===== config.mk =====
export PLATFORM = sky130hd
export DESIGN_NAME = seq_mul
export DESIGN_NICKNAME = d
export VERILOG_FILES = /design/src/rtl/seq_mul_pkg.sv /design/src/rtl/seq_mul_sign.sv /design/src/rtl/seq_mul_core.sv /design/src/rtl/seq_mul_select.sv /design/src/rtl/seq_mul.sv
export SDC_FILE = /design/constraint.sdc
export NUM_CORES = 1
export LEC_CHECK = 0
export BUFFER_PORTS_ARGS = -buffer_cell sky130_fd_sc_hd__buf_2
export CAP_MARGIN = 0
export CORE_MARGIN = 2
export CORE_UTILIZATION = 60
export CTS_CLUSTER_SIZE = 28
export DETAILED_ROUTE_END_ITERATION = 10
export PLACE_DENSITY = 0.9
export SYNTH_ARGS = -nofsm -noshare
export SYNTH_HDL_FRONTEND = slang
export SYNTH_SLANG_ARGS = --single-unit

===== constraint.sdc =====
create_clock -name clk -period 4.5 [get_ports clk]
set_input_delay 0.45 -clock clk [delete_from_list [all_inputs] [get_ports clk]]
set_output_delay 0.45 -clock clk [all_outputs]
set_load 0.005 [all_outputs]

===== src/rtl/seq_mul_pkg.sv =====
package seq_mul_pkg;
  typedef enum logic [1:0] {
    FN_LOW  = 2'b00,
    FN_SHI  = 2'b01,
    FN_UHI  = 2'b10,
    FN_LOW2 = 2'b11
  } mul_fn_e;
endpackage


===== src/rtl/seq_mul_sign.sv =====
module seq_mul_sign #(
  parameter int W = 64
) (
  input  logic [W-1:0] a,
  input  logic [W-1:0] b,
  input  logic         signed_op,
  output logic [W-1:0] mag_a,
  output logic [W-1:0] mag_b,
  output logic         negate
);
  logic neg_a, neg_b;

  always_comb begin
    neg_a  = signed_op & a[W-1];
    neg_b  = signed_op & b[W-1];
    mag_a  = neg_a ? (~a + 1'b1) : a;
    mag_b  = neg_b ? (~b + 1'b1) : b;
    negate = neg_a ^ neg_b;
  end
endmodule


===== src/rtl/seq_mul_core.sv =====
module seq_mul_core #(
  parameter int W = 64
) (
  input  logic           clk,
  input  logic           rst_n,
  input  logic           load,
  input  logic [W-1:0]   mcand_in,
  input  logic [W-1:0]   mplier_in,
  output logic           running,
  output logic           finish,
  output logic [2*W-1:0] prod
);
  localparam int CW = $clog2(W);
  localparam logic [CW-1:0] LAST = CW'(W - 1);

  logic [W-1:0]  mcand;
  logic [CW-1:0] step;
  logic [W:0]    sum;

  always_comb begin
    sum = {1'b0, prod[2*W-1:W]} + {1'b0, (prod[0] ? mcand : {W{1'b0}})};
  end

  always_ff @(posedge clk or negedge rst_n) begin
    if (!rst_n) begin
      prod    <= '0;
      mcand   <= '0;
      step    <= '0;
      running <= 1'b0;
      finish  <= 1'b0;
    end else begin
      finish <= 1'b0;
      if (load && !running) begin
        prod    <= {{W{1'b0}}, mplier_in};
        mcand   <= mcand_in;
        step    <= '0;
        running <= 1'b1;
      end else if (running) begin
        prod <= {sum, prod[W-1:1]};
        step <= step + 1'b1;
        if (step == LAST) begin
          running <= 1'b0;
          finish  <= 1'b1;
        end
      end
    end
  end

  // the multiplicand is frozen for the whole run
  p_mcand_frozen_r5: assert property (@(posedge clk) disable iff (!rst_n)
    (running && $past(running)) |-> $stable(mcand));
  // the run ends by raising finish and dropping running together
  p_finish_ends_run_r3: assert property (@(posedge clk) disable iff (!rst_n)
    $fell(running) |-> finish);
  // finish never lasts two cycles
  p_finish_pulse_r4: assert property (@(posedge clk) disable iff (!rst_n)
    finish |=> !finish);
endmodule


===== src/rtl/seq_mul_select.sv =====
module seq_mul_select
  import seq_mul_pkg::*;
#(
  parameter int W = 64
) (
  input  logic [2*W-1:0] prod,
  input  logic           negate,
  input  mul_fn_e        fn,
  output logic [W-1:0]   result
);
  logic [2*W-1:0] fixed;

  always_comb begin
    fixed = negate ? (~prod + 1'b1) : prod;
    unique case (fn)
      FN_SHI, FN_UHI: result = fixed[2*W-1:W];
      default:        result = fixed[W-1:0];
    endcase
  end
endmodule


===== src/rtl/seq_mul.sv =====
module seq_mul
  import seq_mul_pkg::*;
#(
  parameter int W = 64
) (
  input  logic         clk,
  input  logic         rst_n,
  input  logic         start,
  input  logic [1:0]   func,
  input  logic [W-1:0] op_a,
  input  logic [W-1:0] op_b,
  output logic         busy,
  output logic         done,
  output logic [W-1:0] result
);
  logic [W-1:0]   mag_a, mag_b;
  logic           neg_now, neg_q;
  mul_fn_e        fn_q;
  logic [2*W-1:0] prod;
  logic           accept;

  assign accept = start && !busy;

  seq_mul_sign #(.W(W)) u_sign (
    .a(op_a), .b(op_b), .signed_op(func == FN_SHI),
    .mag_a(mag_a), .mag_b(mag_b), .negate(neg_now)
  );

  always_ff @(posedge clk or negedge rst_n) begin
    if (!rst_n) begin
      neg_q <= 1'b0;
      fn_q  <= FN_LOW;
    end else if (accept) begin
      neg_q <= neg_now;
      fn_q  <= mul_fn_e'(func);
    end
  end

  seq_mul_core #(.W(W)) u_core (
    .clk(clk), .rst_n(rst_n), .load(accept),
    .mcand_in(mag_a), .mplier_in(mag_b),
    .running(busy), .finish(done), .prod(prod)
  );

  seq_mul_select #(.W(W)) u_sel (
    .prod(prod), .negate(neg_q), .fn(fn_q), .result(result)
  );

  // an idle start begins a run
  p_start_busy_r2: assert property (@(posedge clk) disable iff (!rst_n)
    (start && !busy) |=> busy);
  // the result holds while idle with no new request
  p_result_hold_r10: assert property (@(posedge clk) disable iff (!rst_n)
    (!busy && !start) |=> $stable(result));
  // the captured function code cannot change mid-run
  p_fn_frozen_r5: assert property (@(posedge clk) disable iff (!rst_n)
    (busy && $past(busy)) |-> $stable(fn_q));
  // done only follows a busy cycle
  p_done_after_busy_r3: assert property (@(posedge clk) disable iff (!rst_n)
    done |-> (!busy && $past(busy)));
endmodule


After elaboration in Yosys (flattened, before gate mapping)
Cells that the tools add are included.

Add/sub/neg operators: 5. Reduce and logical (&&, ||, !) cells: 5. Equal/unequal tests: 4. Bitwise logic cells: 6. Mux-type cells: 15.

Operator list (number): $mux W128 (3); $mux W64 (4); $add A128 B1 Y128 const B (1); $add A64 B1 Y64 const B (2); $not A128 Y128 (1); $not A64 Y64 (2); $add A64 B64 Y65 (1); $mux W6 (2); $add A6 B1 Y6 const B (1); $eq A6 B6 Y1 const B (1); $mux W1 (6); $eq A2 B1 Y1 const B (2); $and A1 B1 Y1 (2); $eq A2 B2 Y1 const B (1); $logic_and A1 B1 Y1 (2); $reduce_bool A2 Y1 (1); $reduce_or A2 Y1 (1); $logic_not A1 Y1 (1); $xor A1 B1 Y1 (1).

Register bits after elaboration: 203. Input bits: 133. Word-level logic and storage cells: 42. Output and inout bits: 66.

Logic depth before layout (Yosys ltp)
Depth in word-level cells: 4. Mapped depth: 14. Mapped depth without buffers: 13.

Hierarchy
Synthesis repeated with hierarchy kept, for this count alone.

Cells, all modules: 2681. Area, all modules: 20353.3 um^2.

Modules (own cells, without submodules): seq_mul_core (seq. area each 5004.8 um^2, cells each 1405, area an instance 12024.0 um^2, instances 1); seq_mul_select (seq. area each 0.0 um^2, cells each 783, area an instance 4999.8 um^2, instances 1); seq_mul_sign (seq. area each 0.0 um^2, cells each 485, area an instance 3189.3 um^2, instances 1); seq_mul (seq. area each 75.1 um^2, cells each 8, area an instance 140.1 um^2, instances 1).

Worst setup path after synthesis
No wires, ideal clock.

Kind: register to output. Start point: register u_core.prod[16]. End point: output result[62]. Slack: 0.877 ns. Buffers on the path: 1. Required time: 4.050 ns. Cell stages (with the launch flop): 11. Data arrival time: 3.173 ns. Path through: dfrtp_1 or4_4 nor4_4 nand4b_4 or2_1 buf_6 or3_4 or4_4 o41ai_2 xor2_1 mux2i_1.

Longest elaborated chain between the ends: 4.

Ends and longest elaborated chain: start, declared (RTL line seq_mul_core.sv:11) `output logic [2*W-1:0] prod`; start signal, assigned (RTL line seq_mul_core.sv:34) `prod <= {{W{1'b0}}, mplier_in};`; start signal, assigned (RTL line seq_mul_core.sv:39) `prod <= {sum, prod[W-1:1]};`; $not A128 Y128 (RTL line seq_mul_select.sv:14) `fixed = negate ? (~prod + 1'b1) : prod;`; $add A128 B1 Y128 (RTL line seq_mul_select.sv:14); $mux W128 (RTL line seq_mul_select.sv:14); $mux W64 (RTL line seq_mul_select.sv:15) `unique case (fn)`; end, declared (RTL line seq_mul.sv:14) `output logic [W-1:0] result`.

No other way between the ends.

Worst setup path in the final report
Start point: register u_core.prod[14]. End point: output result[46].

The elaborated chain is that of the path after synthesis.

==> key figures <==
Outcome
  • Outcome: completed

Clocking
  • Clock sinks: 203
  • Max H-tree Level: 1
  • Worst-Skew Late Latency: 0.54 ns
  • Num CTS Buffers: 24
  • Root buf cell: clkbuf_16
  • Clock-pin transition on the worst setup and hold timing paths: 0.07 ns
  • Clock Path Buffers: 3
  • CTS tree: built

Timing
  • Final Max Slew Viols: 0
  • RSZ-0062 raised after global routing: yes
  • Worst Tran Pin Value: 1.12 ns
  • Slack of the critical path: 0.0585 ns
  • Final hold vios: 0
  • Post-layout min period: 4.44 ns
  • # setup viols final: 0
  • Fmax: 225 MHz
  • Setup Skew: 0.0294 ns
  • Total Neg Setup Slack: 0 ns
  • Final worst-path cycle share: 98.7%
  • Worst relative slew slack: 24.9%

Global routing
  • GRT Max-Usage Layer: met2
  • Initial antenna violation count: 0
  • Met3 Use GR: 4.13%
  • Total track usage: 36.3%
  • GRT met1 Usage: 51.5%
  • Total grt overflow: 0
  • Largest net degree at the start of global routing: 156
  • Vias in the first global route: 18506
  • Met2 Use GR: 57.5%
  • First-pass GRT wire length: 97200 um

Worst setup path
  • Buf/Inv on CP: 1
  • Nature of the critical path endpoint: output port
  • Reg-to-Reg Start: u_core.prod[0]
  • CP Cell Sequence: or4_4 > nor4_4 > nand4b_4 > or2_4 > or3_4 > or4_4 > o21ai_2 > xor2_1 > o21ai_0 > buf_2
  • Critical Path RT: 4.05 ns
  • Max stage delay cell, worst path: or4_4
  • CP most frequent cell: or4_4
  • Worst reg2reg setup slack: 0.51 ns
  • Crit path from: u_core.prod[14]
  • Crit Path Max Fanout: 7
  • Max stage delay on crit path: 0.57 ns
  • WS Path Type: flip-flop to output port
  • CP arrival: 3.99 ns
  • Cell family contributing the most delay on the critical path: simple AND/OR/NAND/NOR gates
  • Setup crit start kind: flip-flop

Routing
  • Routed WL: 61100 um
  • Vias/cell: 6.53
  • Initial DRC Count: 2405
  • Via count: 19903
  • DR WL/cell: 20.1 um
  • Routed Antenna Nets: 0
  • Drt drc: 0
  • DRT Pass-1 Iters: 6

Layout
  • Commonest non-fill, non-tap cell in the layout: nand2_1
  • Area grow syn2layout: 12.8%
  • Most frequent cells in the layout: 387 x nand2_1, 334 x o21ai_0, 199 x dfrtp_1
  • # diodes: 0
  • Nets: 2835
  • Layout cells sized above 1: 13.0%

Synthesis
  • Avg Inst Size Synth: 7.50 um^2
  • Yosys reg bits: 203
  • Syn Inst Count: 2514
  • Ys async rst share: 100%
  • Prevailing post-synth register cell: dfrtp_1
  • Post-Syn Area: 0.0189 mm^2
  • Unique masters post-synth: 74
  • Sequential fraction of the synthesis area: 26.9%
  • Number of synthesized flops with an enable pin: 0
  • Syn Nets: 2716
  • YS warnings: 0

Min path
  • Hold Path Class: input port to async pin

Die
  • Starting Density: 61.3%
  • Die Footprint: 0.0329 mm^2
  • # IOs: 199
  • Die X: 181 um
  • Die Y: 181 um
  • Cell Rows: 64
  • Placeable Area: 0.0307 mm^2

Place
  • Dpl hpwl: 45800 um
  • Final GP Congestion: 0.996
  • Number of port buffers: 198
  • DP Worst Slack: 0.206 ns

Pwr
  • Seq pwr share: 25.7%
  • Final Power: 16.3 mW
  • Clock power frac: 13.2%
  • Combinational share of power: 61.0%
  • Leak: 8.88 nW
  • Power Density: 768 mW/mm^2
  • Psw: 8.20 mW
  • Pint: 8.14 mW
  • Sw frac: 50.2%
  • Worst vdd ir: 0.460 mV

Flow run
  • Max Cap Viol: 0
worst paths after layout:
kind                                          to  cells after the start
worst max register to register  u_core.prod[126]                     13
max in group asynchronous        u_core.mcand[7]                      2
min in group clk                         fn_q[0]                      2
worst min register to register  u_core.mcand[53]                      2
worst max-delay path                  result[46]                     10
worst min-delay path                     fn_q[1]                      1
per-stage QoR:
stage	cells	hold WS [ns]	instance area, um^2	utilization [%]
2_1_floorplan	2514	0.154	18900	-
3_5_place_dp	2998	0.463	20200	65.5
5_1_grt	3047	0.149	21300	69.2
3_3_place_gp	2998	0.454	20200	65.5
4_1_cts	3046	0.114	21100	68.6
6_report	3047	0.0527	21300	69.2
synth_stat cells (19+ instances only):
cell type	count	area, um^2
nand2b_1	21	131
nor4_1	33	206
mux2i_1	28	280
o31ai_1	56	420
nor3b_1	26	195
a21o_1	33	248
nor3_1	60	300
a31oi_1	19	119
inv_1	33	124
xor2_1	134	1170
o21ai_0	342	1710
nand2_1	388	1460
nand4_1	36	225
or3_1	49	307
nor2_1	170	638
dfrtp_1	203	5080
clkbuf_1	132	495
and2_1	68	425
ha_1	68	851
xnor2_1	153	1340
o41ai_1	31	272
or4_1	35	263
nand3_1	44	220
a21oi_1	159	796
layer usage:
metal  wire, um  vias to the layer above
li1           -                     9303
met1      26200                     9275
met2      26900                     1164
met3       5840                      161
met4       2210                        0
met5          0                        -
registers in the layout, summed over array words and instances, names as in the netlist:
| signal | flops |
|---|---|
| fn_q | 2 |
| u_core.finish | 1 |
| u_core.running | 1 |
| u_core.prod | 128 |
| u_core.step | 6 |
| u_core.mcand | 64 |
| neg_q | 1 |
cells by family (layout without fill, tap and decap cells):
family	Yosys count	count (layout)	synth area share (%)
simple gates	999	999	26.2
compound gates	748	748	23.7
xor+xnor	287	287	13.3
flops	203	203	26.9
buf+inv	176	313	3.54
fa+ha+maj	69	69	4.62
mux	32	32	1.73
timing repair:
item,4_1_cts,5_1_grt
resized for setup,17,31
buffers inserted,4,1
setup endpoints to repair,18,24
hold buffers,0,0
endpoints found under the hold margin,0,0
pin swaps,7,2
power by group through the flow:
stage               clock network (mW)  registers, mW  logic, mW
floorplan                            0           3.57       6.78
global placement                     0           4.04       9.41
CTS                               2.19           4.10       9.69
finish                            2.16           4.20       9.97
detailed placement                   0           4.12       9.56
global route                      2.26           4.31       10.9
cell type report:
type / count / area [um^2]
multi-input combinational: 2135 / 13400
fill: 2538 / 9470
sequential: 203 / 5090
timing repair buffer: 236 / 1340
clock buffer: 27 / 653
tap: 396 / 495
clock inverter: 17 / 219
inverter: 33 / 124
No activity file was read; power rests on OpenSTA's default activity.
